<file path="src/rtl/rstc_pkg.sv">
package rstc_pkg;
   localparam int FLAG_W = 4;

   typedef enum logic [2:0] {
      SRC_POR = 3'd0,
      SRC_BOR = 3'd1,
      SRC_WDT = 3'd2,
      SRC_EXT = 3'd3,
      SRC_DBG = 3'd4,
      SRC_SMR = 3'd5
   } rst_src_e;

   // status bit that a given cause leaves behind
   function automatic logic [FLAG_W-1:0] flag_of(rst_src_e s);
      case (s)
         SRC_BOR: flag_of = 4'b0010;
         SRC_WDT: flag_of = 4'b0100;
         SRC_EXT: flag_of = 4'b1000;
         default: flag_of = 4'b0001;
      endcase
   endfunction

   // causes that pull the pin low to reset the rest of the board
   function automatic logic drives_pin(rst_src_e s);
      drives_pin = !(s == SRC_EXT || s == SRC_SMR);
   endfunction
endpackage

</file>
<file path="src/rtl/rstc_pin_qual.sv">
module rstc_pin_qual #(
   parameter int SYNC_STAGES = 2,
   parameter int QUAL_LEN    = 4
) (
   input  logic clk_i,
   input  logic rst_i,
   input  logic pin_n_i,
   output logic pin_high_o,
   output logic ext_req_o
);
   localparam int RUN_W = $clog2(QUAL_LEN + 1);
   localparam logic [RUN_W-1:0] RUN_MAX = RUN_W'(QUAL_LEN);
   localparam logic [RUN_W-1:0] RUN_HIT = RUN_W'(QUAL_LEN - 1);

   if (SYNC_STAGES < 2) begin : g_bad_sync
      $error("rstc_pin_qual: SYNC_STAGES must be at least 2");
   end
   if (QUAL_LEN < 3 || QUAL_LEN > 4) begin : g_bad_qual
      $error("rstc_pin_qual: QUAL_LEN must be 3 or 4");
   end

   logic [SYNC_STAGES-1:0] sync_q;
   logic [RUN_W-1:0]       run_q;

   always_ff @(posedge clk_i or posedge rst_i) begin
      if (rst_i) sync_q <= '1;
      else       sync_q <= {sync_q[SYNC_STAGES-2:0], pin_n_i};
   end

   assign pin_high_o = sync_q[SYNC_STAGES-1];

   // consecutive low samples, saturating so a held pin asks only once
   always_ff @(posedge clk_i or posedge rst_i) begin
      if (rst_i)                run_q <= '0;
      else if (pin_high_o)      run_q <= '0;
      else if (run_q != RUN_MAX) run_q <= run_q + 1'b1;
   end

   assign ext_req_o = !pin_high_o && (run_q == RUN_HIT);

   AST_QUAL_LOW_RUN: assert property (@(posedge clk_i) disable iff (rst_i)
      ext_req_o |-> (!pin_high_o && !$past(pin_high_o) && !$past(pin_high_o, 2)));
   AST_QUAL_ONCE: assert property (@(posedge clk_i) disable iff (rst_i)
      ext_req_o |=> !ext_req_o);
endmodule

</file>
<file path="src/rtl/rstc_src_arb.sv">
module rstc_src_arb
   import rstc_pkg::*;
(
   input  logic     bor_i,
   input  logic     wdt_i,
   input  logic     ext_i,
   input  logic     dbg_i,
   output logic     req_o,
   output rst_src_e src_o
);
   always_comb begin
      req_o = bor_i | wdt_i | ext_i | dbg_i;
      if (bor_i)      src_o = SRC_BOR;
      else if (wdt_i) src_o = SRC_WDT;
      else if (ext_i) src_o = SRC_EXT;
      else            src_o = SRC_DBG;
   end
endmodule

</file>
<file path="src/rtl/rstc_countdown.sv">
module rstc_countdown #(
   parameter int CNT_W   = 8,
   parameter int RST_VAL = 1
) (
   input  logic             clk_i,
   input  logic             rst_i,
   input  logic             load_i,
   input  logic [CNT_W-1:0] load_val_i,
   output logic             zero_o
);
   logic [CNT_W-1:0] cnt_q;

   always_ff @(posedge clk_i or posedge rst_i) begin
      if (rst_i)              cnt_q <= CNT_W'(RST_VAL);
      else if (load_i)        cnt_q <= load_val_i;
      else if (cnt_q != '0)   cnt_q <= cnt_q - 1'b1;
   end

   assign zero_o = (cnt_q == '0);

   AST_CNT_PARKS: assert property (@(posedge clk_i) disable iff (rst_i)
      (zero_o && !load_i) |=> zero_o);
endmodule

</file>
<file path="src/rtl/rst_seq_ctrl.sv">
module rst_seq_ctrl
   import rstc_pkg::*;
#(
   parameter int RST_CYCLES      = 66,
   parameter int SMR_IPO_CYCLES  = 66,
   parameter int SMR_XTAL_CYCLES = 5000,
   parameter int QUAL_LEN        = 4,
   parameter int SYNC_STAGES     = 2
) (
   input  logic              clk_i,
   input  logic              por_rst_i,
   input  logic              bor_req_i,
   input  logic              wdt_req_i,
   input  logic              rst_pin_n_i,
   output logic              rst_pin_drive_o,
   input  logic              dbg_rst_set_i,
   output logic              dbg_rst_bit_o,
   input  logic              stop_wake_i,
   input  logic              xtal_en_i,
   input  logic [FLAG_W-1:0] stat_clr_i,
   output logic [FLAG_W-1:0] stat_flags_o,
   output logic              cpu_hold_o,
   output logic              vec_fetch_o,
   output logic              smr_ctl_init_o
);
   localparam int MAX_A   = (RST_CYCLES > SMR_IPO_CYCLES) ? RST_CYCLES : SMR_IPO_CYCLES;
   localparam int MAX_CYC = (MAX_A > SMR_XTAL_CYCLES) ? MAX_A : SMR_XTAL_CYCLES;
   localparam int CNT_W   = $clog2(MAX_CYC + 1);
   localparam logic [CNT_W-1:0] LD_SYS  = CNT_W'(RST_CYCLES - 1);
   localparam logic [CNT_W-1:0] LD_IPO  = CNT_W'(SMR_IPO_CYCLES - 1);
   localparam logic [CNT_W-1:0] LD_XTAL = CNT_W'(SMR_XTAL_CYCLES - 1);

   if (RST_CYCLES < 2 || SMR_IPO_CYCLES < 2 || SMR_XTAL_CYCLES < 2) begin : g_bad_delay
      $error("rst_seq_ctrl: every delay must be at least 2 cycles");
   end

   logic              pin_high, ext_req, arb_req, tmr_zero;
   rst_src_e          arb_src, src_q;
   logic              hold_q, dbg_q, vec_q, smr_q;
   logic [FLAG_W-1:0] flags_q;
   logic              smr_start, release_now, tmr_load;
   logic [CNT_W-1:0]  tmr_val;

   // own drive is masked so the block never qualifies its own pulse
   rstc_pin_qual #(.SYNC_STAGES(SYNC_STAGES), .QUAL_LEN(QUAL_LEN)) u_qual (
      .clk_i(clk_i), .rst_i(por_rst_i), .pin_n_i(rst_pin_n_i | rst_pin_drive_o),
      .pin_high_o(pin_high), .ext_req_o(ext_req));

   rstc_src_arb u_arb (
      .bor_i(bor_req_i), .wdt_i(wdt_req_i), .ext_i(ext_req), .dbg_i(dbg_q),
      .req_o(arb_req), .src_o(arb_src));

   assign smr_start   = !hold_q && stop_wake_i && !arb_req;
   assign release_now = hold_q && tmr_zero && pin_high && !arb_req;
   assign tmr_load    = arb_req | smr_start;
   assign tmr_val     = arb_req ? LD_SYS : (xtal_en_i ? LD_XTAL : LD_IPO);

   rstc_countdown #(.CNT_W(CNT_W), .RST_VAL(RST_CYCLES)) u_cnt (
      .clk_i(clk_i), .rst_i(por_rst_i), .load_i(tmr_load),
      .load_val_i(tmr_val), .zero_o(tmr_zero));

   always_ff @(posedge clk_i or posedge por_rst_i) begin
      if (por_rst_i) begin
         hold_q  <= 1'b1;
         src_q   <= SRC_POR;
         flags_q <= flag_of(SRC_POR);
         dbg_q   <= 1'b0;
         vec_q   <= 1'b0;
         smr_q   <= 1'b0;
      end else begin
         vec_q <= release_now;
         smr_q <= smr_start;
         if (dbg_rst_set_i) dbg_q <= 1'b1;
         else if (arb_req)  dbg_q <= 1'b0;
         if (arb_req) flags_q <= flag_of(arb_src);
         else         flags_q <= flags_q & ~stat_clr_i;
         if (arb_req) begin
            hold_q <= 1'b1;
            src_q  <= arb_src;
         end else if (smr_start) begin
            hold_q <= 1'b1;
            src_q  <= SRC_SMR;
         end else if (release_now) begin
            hold_q <= 1'b0;
         end
      end
   end

   assign cpu_hold_o      = hold_q;
   assign rst_pin_drive_o = hold_q && drives_pin(src_q);
   assign dbg_rst_bit_o   = dbg_q;
   assign stat_flags_o    = flags_q;
   assign vec_fetch_o     = vec_q;
   assign smr_ctl_init_o  = smr_q;

   AST_PIN_LOW_HOLDS: assert property (@(posedge clk_i) disable iff (por_rst_i)
      (cpu_hold_o && !pin_high) |=> cpu_hold_o);
   AST_DRIVE_IN_RESET: assert property (@(posedge clk_i) disable iff (por_rst_i)
      rst_pin_drive_o |-> cpu_hold_o);
   AST_DBG_SELF_CLEAR: assert property (@(posedge clk_i) disable iff (por_rst_i)
      (dbg_rst_bit_o && !dbg_rst_set_i) |=> !dbg_rst_bit_o);
   AST_SMR_FLAGS_KEEP: assert property (@(posedge clk_i) disable iff (por_rst_i)
      smr_ctl_init_o |-> (stat_flags_o == ($past(stat_flags_o) & ~$past(stat_clr_i))));
   AST_VEC_AFTER_HOLD: assert property (@(posedge clk_i) disable iff (por_rst_i)
      vec_fetch_o |-> (!cpu_hold_o && $past(cpu_hold_o)));
   AST_VEC_SINGLE: assert property (@(posedge clk_i) disable iff (por_rst_i)
      vec_fetch_o |=> !vec_fetch_o);
   AST_FLAGS_ONEHOT: assert property (@(posedge clk_i) disable iff (por_rst_i)
      $onehot0(stat_flags_o));
   AST_BOR_WINS: assert property (@(posedge clk_i) disable iff (por_rst_i)
      (bor_req_i && wdt_req_i) |=> (stat_flags_o == 4'b0010));
   AST_STOP_IGNORED: assert property (@(posedge clk_i) disable iff (por_rst_i)
      (cpu_hold_o && stop_wake_i) |=> !smr_ctl_init_o);
endmodule

</file>
<file path="config.mk">
export PLATFORM = sky130hd
export DESIGN_NAME = rst_seq_ctrl
export DESIGN_NICKNAME = d
export VERILOG_FILES = /design/src/rtl/rstc_pkg.sv /design/src/rtl/rstc_pin_qual.sv /design/src/rtl/rstc_src_arb.sv /design/src/rtl/rstc_countdown.sv /design/src/rtl/rst_seq_ctrl.sv
export SDC_FILE = /design/constraint.sdc
export NUM_CORES = 1
export LEC_CHECK = 0
export BUFFER_PORTS_ARGS = -buffer_cell sky130_fd_sc_hd__buf_2
export CELL_PAD_IN_SITES_DETAIL_PLACEMENT = 2
export CELL_PAD_IN_SITES_GLOBAL_PLACEMENT = 2
export CORE_MARGIN = 2
export CORE_UTILIZATION = 31
export DETAILED_ROUTE_END_ITERATION = 10
export GPL_ROUTABILITY_DRIVEN = 0
export PLACE_DENSITY = 0.74
export SYNTH_ARGS = -nofsm -noshare
export SYNTH_HDL_FRONTEND = slang
export SYNTH_SLANG_ARGS = --single-unit
export TNS_END_PERCENT = 1
</file>
<file path="constraint.sdc">
create_clock -name clk_i -period 3.09 [get_ports clk_i]
set_input_delay 0.1545 -clock clk_i [delete_from_list [all_inputs] [get_ports clk_i]]
set_output_delay 0.1545 -clock clk_i [all_outputs]
set_load 0.01 [all_outputs]
</file>
==> results of run 1 <==
[logic make-up (layout without fill, tap and decap cells)]
logic type               Yosys count  after routing  synth area share [%]
buffers and inverters             16             40                  4.25
AND/OR/NAND/NOR                   50             50                  19.8
adder cells (fa/ha/maj)            5              5                  4.42
AO/OA/AOI/OAI                     33             33                  14.5
XOR/XNOR                           7              7                  4.34
multiplexers                       1              1                 0.796
flip-flops                        29             29                  51.9
[cells in the mapped netlist (all sizes together), types with 3 or more instances]
master   n  area [µm²]
dfrtp   23         576
nand3    5        25.0
clkbuf   5        18.8
nor2     8        30.0
a21oi   14        70.1
o21ai    4        20.0
or3      5        33.8
nand2    8        30.0
nor3     4        20.0
inv     11        41.3
ha       5        62.6
nand2b   4        25.0
xnor2    5        43.8
o22ai    3        18.8
nor4     3        18.8
or4      5        42.5
dfstp    6         158
[cell type report]
class | count | area (µm²) | area share, %
Timing Repair Buffer | 21 | 110 | 6.67
Tap cell | 52 | 65.1 | 3.94
Multi-Input combinational cell | 96 | 621 | 37.6
Clock buffer | 8 | 80.1 | 4.85
Sequential cell | 29 | 733 | 44.4
Inverter | 11 | 41.3 | 2.50
[how the worst max path moves through the flow]
| stage | cells after the start | startpoint | to | slack, ns |
|---|---|---|---|---|
| after global placement | 4 | u_cnt.cnt_q[4] | u_cnt.cnt_q[10] | 1.05 |
| final | 4 | u_cnt.cnt_q[4] | u_cnt.cnt_q[10] | 0.98 |
| after CTS | 4 | u_cnt.cnt_q[4] | u_cnt.cnt_q[10] | 0.96 |
| after detailed placement | 4 | u_cnt.cnt_q[4] | u_cnt.cnt_q[10] | 0.97 |
| after floorplan | 4 | u_cnt.cnt_q[4] | u_cnt.cnt_q[10] | 1.10 |
| after global routing | 4 | u_cnt.cnt_q[4] | u_cnt.cnt_q[10] | 0.84 |
[power breakdown]
part / internal, W / total, W / switching, W
Combinational: 0.0000229 / 0.0000566 / 0.0000336
Sequential: 0.000391 / 0.000398 / 0.00000715
Clock: 0.000160 / 0.000302 / 0.000142
Total: 0.000574 / 0.000756 / 0.000183
[routing by layer]
layer  part of all wire, %  vias up  track usage [%]
met4                   2.0        0             7.34
met2                    47       25             25.9
met3                   3.4        7             3.09
li1                      -      546                -
met1                    48      596             21.4
met5                     0        -                0
[worst reg2reg max path: stages (launching register included)]
cell     delay [ns]
dfrtp_1        0.45
or4_4          0.60
or3_1          0.34
or4_1          0.50
a21oi_1        0.15
[stage by stage]
step                      setup slack, ns  total power, W  cell area, µm²
after global placement               1.05        0.000458            1560
after CTS                           0.956        0.000770            1650
after detailed placement            0.971        0.000462            1560
final                               0.980        0.000756            1650
after global routing                0.840        0.000789            1650
after floorplan                      1.10        0.000438            1410
[registers in the layout (all words and copies together) (netlist names)]
signal and cells:
src_q 3, dbg_rst_bit_o 1, u_qual.sync_q 2, u_cnt.cnt_q 13, cpu_hold_o 1, stat_flags_o 4, vec_fetch_o 1, smr_ctl_init_o 1
u_qual.run_q 3
==> results.cfg, run 1 <==
[global_routing]
antenna_found_initial = 0
grt_overflow_total = 0
grt_start_max_net_pins = 30
grt_pass1_vias = 1313
grtUsageTotal_pct = 16.2
grt_pass1_wl_mm = 6.40

[floorplanning]
rows = 24
start_util_pct = 32.2
die_width_um = 71.5
die_height_um = 71.5
core-area_um2 = 4380
die_area_um2 = 5120
io_pins = 21

[sta]
slew_headroom_pct = 24.8
final_hold_viol_count = 0
rsz0062_at_grt = no
drv_slew = 0
whs_ns = 0.0646
setup_viol = 0
min_period_ns = 2.11
tightest_slew_ns = 1.13
fin_skew_ns = 0.00558
final.period_utilization_pct = 68.3
fmax_mhz = 474
finalSetupTns_ns = 0

[cells_and_area]
fillers = 499
layout_commonest_cell = dfrtp_1
n_antenna_cell = 0
area_delta_synth_final_pct = 16.7
most-common-layout-cells = 23 x dfrtp_1, 20 x buf_2, 14 x a21oi_1, 11 x inv_1
final_util_pct = 37.6
final_cell_count_no_fill = 217
drive_above_1_share_pct = 24.2
nets = 181

[synthesis]
synth_edf_count = 0
synth.distinct_cells = 38
synth_area_um2 = 1410
ys.warnings.count = 0
ys.flop_type = dfrtp_1
yosysSeqAreaShare_pct = 51.9
postSynthAreaPerCell_um2 = 10.0
synthCells = 141
async_flop_share_pct = 100
syn-num-nets = 158
synth_seq_cells = 29

[clock_network]
clock_latency_ns = 0.28
ctsHoldBuffers = 1
cts_tree = yes
cts_post_setup_buffers_inserted = 0
cts_buffer_depth = 2
cts_buffers = 5
cts_root_buf = clkbuf_8
cts.sinks = 29
path_clk_slew_ns = 0.06
htreeDepth = 2
post_cts_resized = 0

[critical_path]
path_max_fanout = 8
worst-r2r-setup-slack_ns = 0.98
max_stage_delay_ns = 0.60
critPathLaunchType = flip-flop
cp-end-kind = flip-flop
arrival_ns = 2.30
r2r_end = u_cnt.cnt_q[10]
critPathBufInv = 0
r2r_start = u_cnt.cnt_q[4]
crit_type = reg -> reg
worstPathRequired_ns = 3.28
crit_family = simple AND/OR/NAND/NOR gates
crit_chain = or4_4, or3_1, or4_1, a21oi_1
cpMaxStageDelayCell = or4_4
rr_worst_depth = 4

[hold_path]
holdPathEnd = u_qual.sync_q[0]
hp-class = in -> reg
hold_depth = 2
hp-start = rst_pin_n_i

[route]
drtAntennaViolNets = 0
vias_per_cell = 5.41
drt_iter0_markers = 25
avgRoutedWirePerCell_um = 16.7
finalWirelength_mm = 3.63
first_pass_iters = 4
vias = 1174
drc_errors = 0

[placed_design]
dpl.cell_count = 208
numPortBuffers = 20
hpwl_mm = 2.66

[power]
p_per_area_nw_per_um2 = 458
vdd_ir_drop_max_mv = 0.274
leakagePower_nw = 0.728

[status]
outcome = complete, no violations

[flow_run]
cap_violations = 0
No activity file was read; power rests on OpenSTA's default activity.
==> run 2, diff against run 1 <==
==> constraint.sdc (replaced) <==
create_clock -name clk_i -period 2 [get_ports clk_i]
set_input_delay 0.1 -clock clk_i [delete_from_list [all_inputs] [get_ports clk_i]]
set_output_delay 0.1 -clock clk_i [all_outputs]
set_load 0.01 [all_outputs]
==> run 2 against run 1 <==
Against the previous run:
- core utilization grew 3.4 points
- flip-flop and latch count is the same
- clock skew shrank 0.0032 ns
- global-route usage grew 2.4 points
- combinational power grew 80%
- wire length grew 18%
- sequential power grew 55%
- cell count grew 6.9%
- largest cell class unchanged
==> results.cfg, run 2 (synthesis results as in run 1) <==
[cells_and_area]
drive_above_1_share_pct = 32.8
fillers = 490
n_antenna_cell = 0
multiInputGateArea_um2 = 643
most-common-layout-cells = 23 x dfrtp_1, 20 x buf_2, 14 x a21oi_1, 14 x buf_4, 11 x inv_1
largest_reg_flops = 13
nets = 196
top_register = u_cnt.cnt_q
area_delta_synth_final_pct = 27.2
layout_commonest_cell = dfrtp_1
regArea_um2 = 733

[power]
vdd_ir_drop_max_mv = 0.368
switching_share_pct = 23.8
p_clk_share_pct = 41.2
p_int_w = 0.000928
p_sw_w = 0.000290
leakagePower_nw = 0.813
seq_power_share_pct = 50.5
p_per_area_nw_per_um2 = 677
combPwrFrac_pct = 8.4

[sta]
tightest_slew_ns = 0.415
setup_viol = 0
finalSetupTns_ns = 0
fmax_mhz = 514
setup_slack_ns = 0.0536
drv_slew = 0
final_hold_viol_count = 0
rsz0062_at_grt = no
slew_headroom_pct = 72.1
fin_skew_ns = 0.00236
final.period_utilization_pct = 97.3
min_period_ns = 1.95

[clock_network]
cts_tree = yes
cts_buffer_depth = 2
cts_root_buf = clkbuf_8
cts.sinks = 29
path_clk_slew_ns = 0.06
cts_buffers = 5
clock_latency_ns = 0.28
cts_post_setup_buffers_inserted = 0
htreeDepth = 2

[global_routing]
grt_pass1_vias = 1405
antenna_found_initial = 0
grt_overflow_total = 0
grt_pass1_wl_mm = 7.30
grt_start_max_net_pins = 30
grtUsageTotal_pct = 18.6

[floorplanning]
start_util_pct = 32.2
core-area_um2 = 4380
io_pins = 21
rows = 24
die_height_um = 71.5
die_width_um = 71.5
die_area_um2 = 5120

[route]
drc_errors = 0
dr_wl_met2_mm = 2.22
drt_iter0_markers = 51
wl_met3_um = 163
dr.max_layer_used = met4
drt-met1-wl_mm = 1.86
vias = 1235
avgRoutedWirePerCell_um = 18.4
drtAntennaViolNets = 0
vias_per_cell = 5.32
finalWirelength_mm = 4.27
first_pass_iters = 4

[critical_path]
arrival_ns = 2.15
worstPathRequired_ns = 2.21
crit_path_end = u_cnt.cnt_q[10]
startpoint = u_cnt.cnt_q[4]
crit_type = reg -> reg
rr_worst_depth = 4
critPathLaunchType = flip-flop
r2r_end = u_cnt.cnt_q[10]
cp-end-kind = flip-flop
worst-r2r-setup-slack_ns = 0.05
r2r_start = u_cnt.cnt_q[4]
path_max_fanout = 2

[placed_design]
hpwl_mm = 2.95
dpl_worst_slack_ns = 0.0356
numPortBuffers = 20

[status]
outcome = complete, no violations

[flow_run]
cap_violations = 0

[hold_path]
hp-class = in -> reg
==> run 2: what timing repair did <==
| action | 4_1_cts | 5_1_grt |
|---|---|---|
| endpoints found under the hold margin | 24 | 0 |
| hold buffers | 2 | 0 |
| gates resized for setup | 0 | 6 |
| endpoints found under the setup margin | 0 | 8 |
==> run 2: layout make-up <==
cell class	count	share of cell area (%)
Sequential cell	29	40.8
Multi-Input combinational cell	96	35.8
Clock buffer	8	5.01
Inverter	11	2.30
Timing Repair Buffer	36	12.5
Tap cell	52	3.62
==> run 2: power groups by stage <==
stage	combinational, W	clock, W	sequential (W)
after floorplan	0.0000520	0	0.000624
after CTS	0.000103	0.000520	0.000615
after global placement	0.0000910	0	0.000624
final	0.000102	0.000501	0.000615
after detailed placement	0.0000975	0	0.000625
after global routing	0.000113	0.000541	0.000617
==> run 2: routing by layer <==
layer  vias up  global-route usage, %
met5         -                      0
met4         0                   5.66
met3         4                   3.09
met2        33                   31.9
met1       621                   24.1
li1        577                      -
==> run 2: per-stage QoR <==
step | power (W) | cells | cell area [µm²] | utilization, % | hold WS [ns]
2_1_floorplan | 0.000676 | 141 | 1410 | - | 0.174
3_3_place_gp | 0.000715 | 222 | 1670 | 38.0 | 0.194
3_5_place_dp | 0.000722 | 222 | 1670 | 38.0 | 0.211
4_1_cts | 0.00124 | 232 | 1780 | 40.5 | 0.00263
5_1_grt | 0.00127 | 232 | 1800 | 41.0 | 0.0156
6_report | 0.00122 | 232 | 1800 | 41.0 | 0.0136
==> run 2: how the worst min path moves through the flow <==
stage	cells after the start	from	to
after floorplan	1	por_rst_i	dbg_rst_bit_o
after global placement	3	por_rst_i	u_qual.run_q[2]
after detailed placement	3	por_rst_i	u_qual.run_q[1]
after CTS	2	rst_pin_n_i	u_qual.sync_q[0]
after global routing	2	stat_clr_i[2]	stat_flags_o[2]
final	2	rst_pin_n_i	u_qual.sync_q[0]
==> run 2: critical path, cell delays in order (launching register included) <==
cell,delay (ns)
dfrtp_1,0.38
or4_4,0.53
or3_4,0.34
or4_1,0.50
a21oi_1,0.13
==> run 3, diff against run 2 <==
--- a/config.mk
+++ b/config.mk
@@ -5,6 +5,7 @@
 export SDC_FILE = /design/constraint.sdc
 export NUM_CORES = 1
 export LEC_CHECK = 0
+export ABC_AREA = 1
 export BUFFER_PORTS_ARGS = -buffer_cell sky130_fd_sc_hd__buf_2
 export CELL_PAD_IN_SITES_DETAIL_PLACEMENT = 2
 export CELL_PAD_IN_SITES_GLOBAL_PLACEMENT = 2
@@ -12,7 +13,7 @@
 export CORE_UTILIZATION = 31
 export DETAILED_ROUTE_END_ITERATION = 10
 export GPL_ROUTABILITY_DRIVEN = 0
-export PLACE_DENSITY = 0.74
+export PLACE_DENSITY = 0.77
 export SYNTH_ARGS = -nofsm -noshare
 export SYNTH_HDL_FRONTEND = slang
 export SYNTH_SLANG_ARGS = --single-unit
==> run 3 against run 2 <==
Against the previous run:
- core utilization is 2.1 points lower
- via count rose by 8.1%
- hold slack improved by 0.0019 ns
==> results.cfg, run 3 <==
[synthesis]
ys.flop_type = dfrtp_1
synthAdderAreaFrac_pct = 4.12
synth_edf_count = 0
synth.distinct_cells = 29
synthCells = 183
synth_compound_area_share_pct = 10.9
synthXorXnorAreaFrac_pct = 1.15
syn-num-nets = 200
async_flop_share_pct = 100
ys.warnings.count = 0
synth_seq_cells = 29
synth_top_area_share_pct = 37.9
yosys.area.top_type = dfrtp_1
yosysSeqAreaShare_pct = 48.2
synth_top_cells_by_count = 29 x nand2_1, 27 x inv_1, 23 x dfrtp_1
synth_simple_gate_area_share_pct = 26.7
synth_top_family_by_area = simple AND/OR/NAND/NOR gates
yosysMostFrequentCell = nand2_1
synth_area_leaders = dfrtp_1 38%, dfstp_2 10%, nand2_1 7.2%, inv_1 6.7%, nand3_1 5.9%
synth.area.mux_share_pct = 0
postSynthAreaPerCell_um2 = 8.31
synth_area_um2 = 1520

[sta]
final.period_utilization_pct = 90.2
final_hold_viol_count = 0
finalSetupTns_ns = 0
min_period_ns = 1.80
drv_slew = 0
setup_slack_ns = 0.196
tightest_slew_ns = 0.381
rsz0062_at_grt = no
setup_viol = 0
fmax_mhz = 554
slew_headroom_pct = 74.6
fin_skew_ns = 0.00559

[floorplanning]
die_height_um = 74.0
io_pins = 21
start_util_pct = 32.2
die_width_um = 74.0
rows = 25
die_area_um2 = 5480
core-area_um2 = 4720

[hold_path]
hp-class = in -> reg

[route]
first_pass_iters = 3
drtAntennaViolNets = 0
dr.max_layer_used = met4
wl_met3_um = 93
avgRoutedWirePerCell_um = 14.7
dr_wl_met2_mm = 2.28
vias_per_cell = 4.75
finalWirelength_mm = 4.12
drc_errors = 0
vias = 1335
drt_iter0_markers = 18
drt-met1-wl_mm = 1.69

[placed_design]
dpl_worst_slack_ns = 0.164
numPortBuffers = 20
hpwl_mm = 3.20

[critical_path]
startpoint = u_qual.run_q[0]
crit_type = reg -> reg
r2r_start = u_qual.run_q[0]
arrival_ns = 1.98
worst-r2r-setup-slack_ns = 0.20
critPathLaunchType = flip-flop
worstPathRequired_ns = 2.18
rr_worst_depth = 8
cp-end-kind = flip-flop
crit_path_end = u_cnt.cnt_q[2]
path_max_fanout = 12
r2r_end = u_cnt.cnt_q[2]

[cells_and_area]
area_delta_synth_final_pct = 20.9
drive_above_1_share_pct = 24.3
most-common-layout-cells = 29 x nand2_1, 27 x inv_1, 23 x dfrtp_1, 20 x nor2_1, 20 x buf_2
top_register = u_cnt.cnt_q
n_antenna_cell = 0
nets = 230
largest_reg_flops = 13
layout_commonest_cell = nand2_1

[status]
outcome = complete, no violations

[global_routing]
grt_start_max_net_pins = 30
grtUsageTotal_pct = 17.1
grt_pass1_vias = 1533
grt_pass1_wl_mm = 6.99
grt_overflow_total = 0
antenna_found_initial = 0

[flow_run]
cap_violations = 0

[power]
p_per_area_nw_per_um2 = 682
vdd_ir_drop_max_mv = 0.383
leakagePower_nw = 0.934

[clock_network]
cts_tree = yes
cts.sinks = 29
htreeDepth = 2
cts_root_buf = clkbuf_8
cts_buffer_depth = 2
post_cts_resized = 0
ctsHoldBuffers = 4
cts_post_setup_buffers_inserted = 0
cts_buffers = 5
clock_latency_ns = 0.28
path_clk_slew_ns = 0.06
## run 3: cell types whose count changed after synthesis, moves of 5 or more
cell | before | now
inv_1 | 11 | 27
inv_2 | 0 | 5
nand2_1 | 8 | 29
nand3_1 | 5 | 18
nor2_1 | 8 | 20
o21ai_1 | 0 | 6
## run 3: kinds of logic after synthesis
family,count (synthesis)
XOR/XNOR,2
buffers and inverters,34
adder cells (fa/ha/maj),5
AND/OR/NAND/NOR,83
flip-flops,29
AO/OA/AOI/OAI,30
## run 3: final cells by class
| type | instances | area [µm²] |
|---|---|---|
| Sequential cell | 29 | 733 |
| Clock buffer | 7 | 96.3 |
| Timing Repair Buffer | 25 | 148 |
| Inverter | 32 | 120 |
| Multi-Input combinational cell | 120 | 652 |
| Fill cell | 545 | 2890 |
| Clock inverter | 1 | 5.00 |
| Tap cell | 67 | 83.8 |
## run 3: worst min path at each step
stage	to	cells after the start	startpoint	slack (ns)
3_5_place_dp	vec_fetch_o	3	por_rst_i	0.21
6_report	stat_flags_o[2]	2	stat_clr_i[2]	0.02
3_3_place_gp	vec_fetch_o	3	por_rst_i	0.19
4_1_cts	stat_flags_o[2]	2	stat_clr_i[2]	0.0007
5_1_grt	stat_flags_o[3]	2	stat_clr_i[3]	0.01
2_1_floorplan	dbg_rst_bit_o	1	por_rst_i	0.17
## run 3: layer usage
layer,GRT usage (%),up-vias
met3,3.79,4
met2,32.2,20
met5,0,-
li1,-,649
met1,18.4,662
met4,7.07,0
## run 3: metrics by stage
| stage | hold WS [ns] | utilization, % | instances | power [W] | instance area (µm²) |
|---|---|---|---|---|---|
| after global placement | 0.190 | 35.9 | 269 | 0.000713 | 1700 |
| after global routing | 0.0149 | 38.9 | 281 | 0.00132 | 1840 |
| final | 0.0154 | 38.9 | 281 | 0.00125 | 1840 |
| after CTS | 0.000740 | 38.9 | 281 | 0.00129 | 1840 |
| after floorplan | 0.174 | - | 183 | 0.000680 | 1520 |
| after detailed placement | 0.208 | 35.9 | 269 | 0.000719 | 1700 |
## run 3: worst max-delay path, cell delays in order, from the launching register on
cell and delay, ns:
dfrtp_1 0.39, ha_1 0.20, ha_1 0.23, nand2_4 0.10, nand4_4 0.16, nor2_4 0.31
nand4_1 0.17, nand2_1 0.11, inv_1 0.04
## run 3: report_power, final
group          leakage [nW]  internal [W]  switching (W)
logic                 0.511     0.0000361      0.0000630
clock network        0.0542      0.000311       0.000231
registers             0.369      0.000603     0.00000895
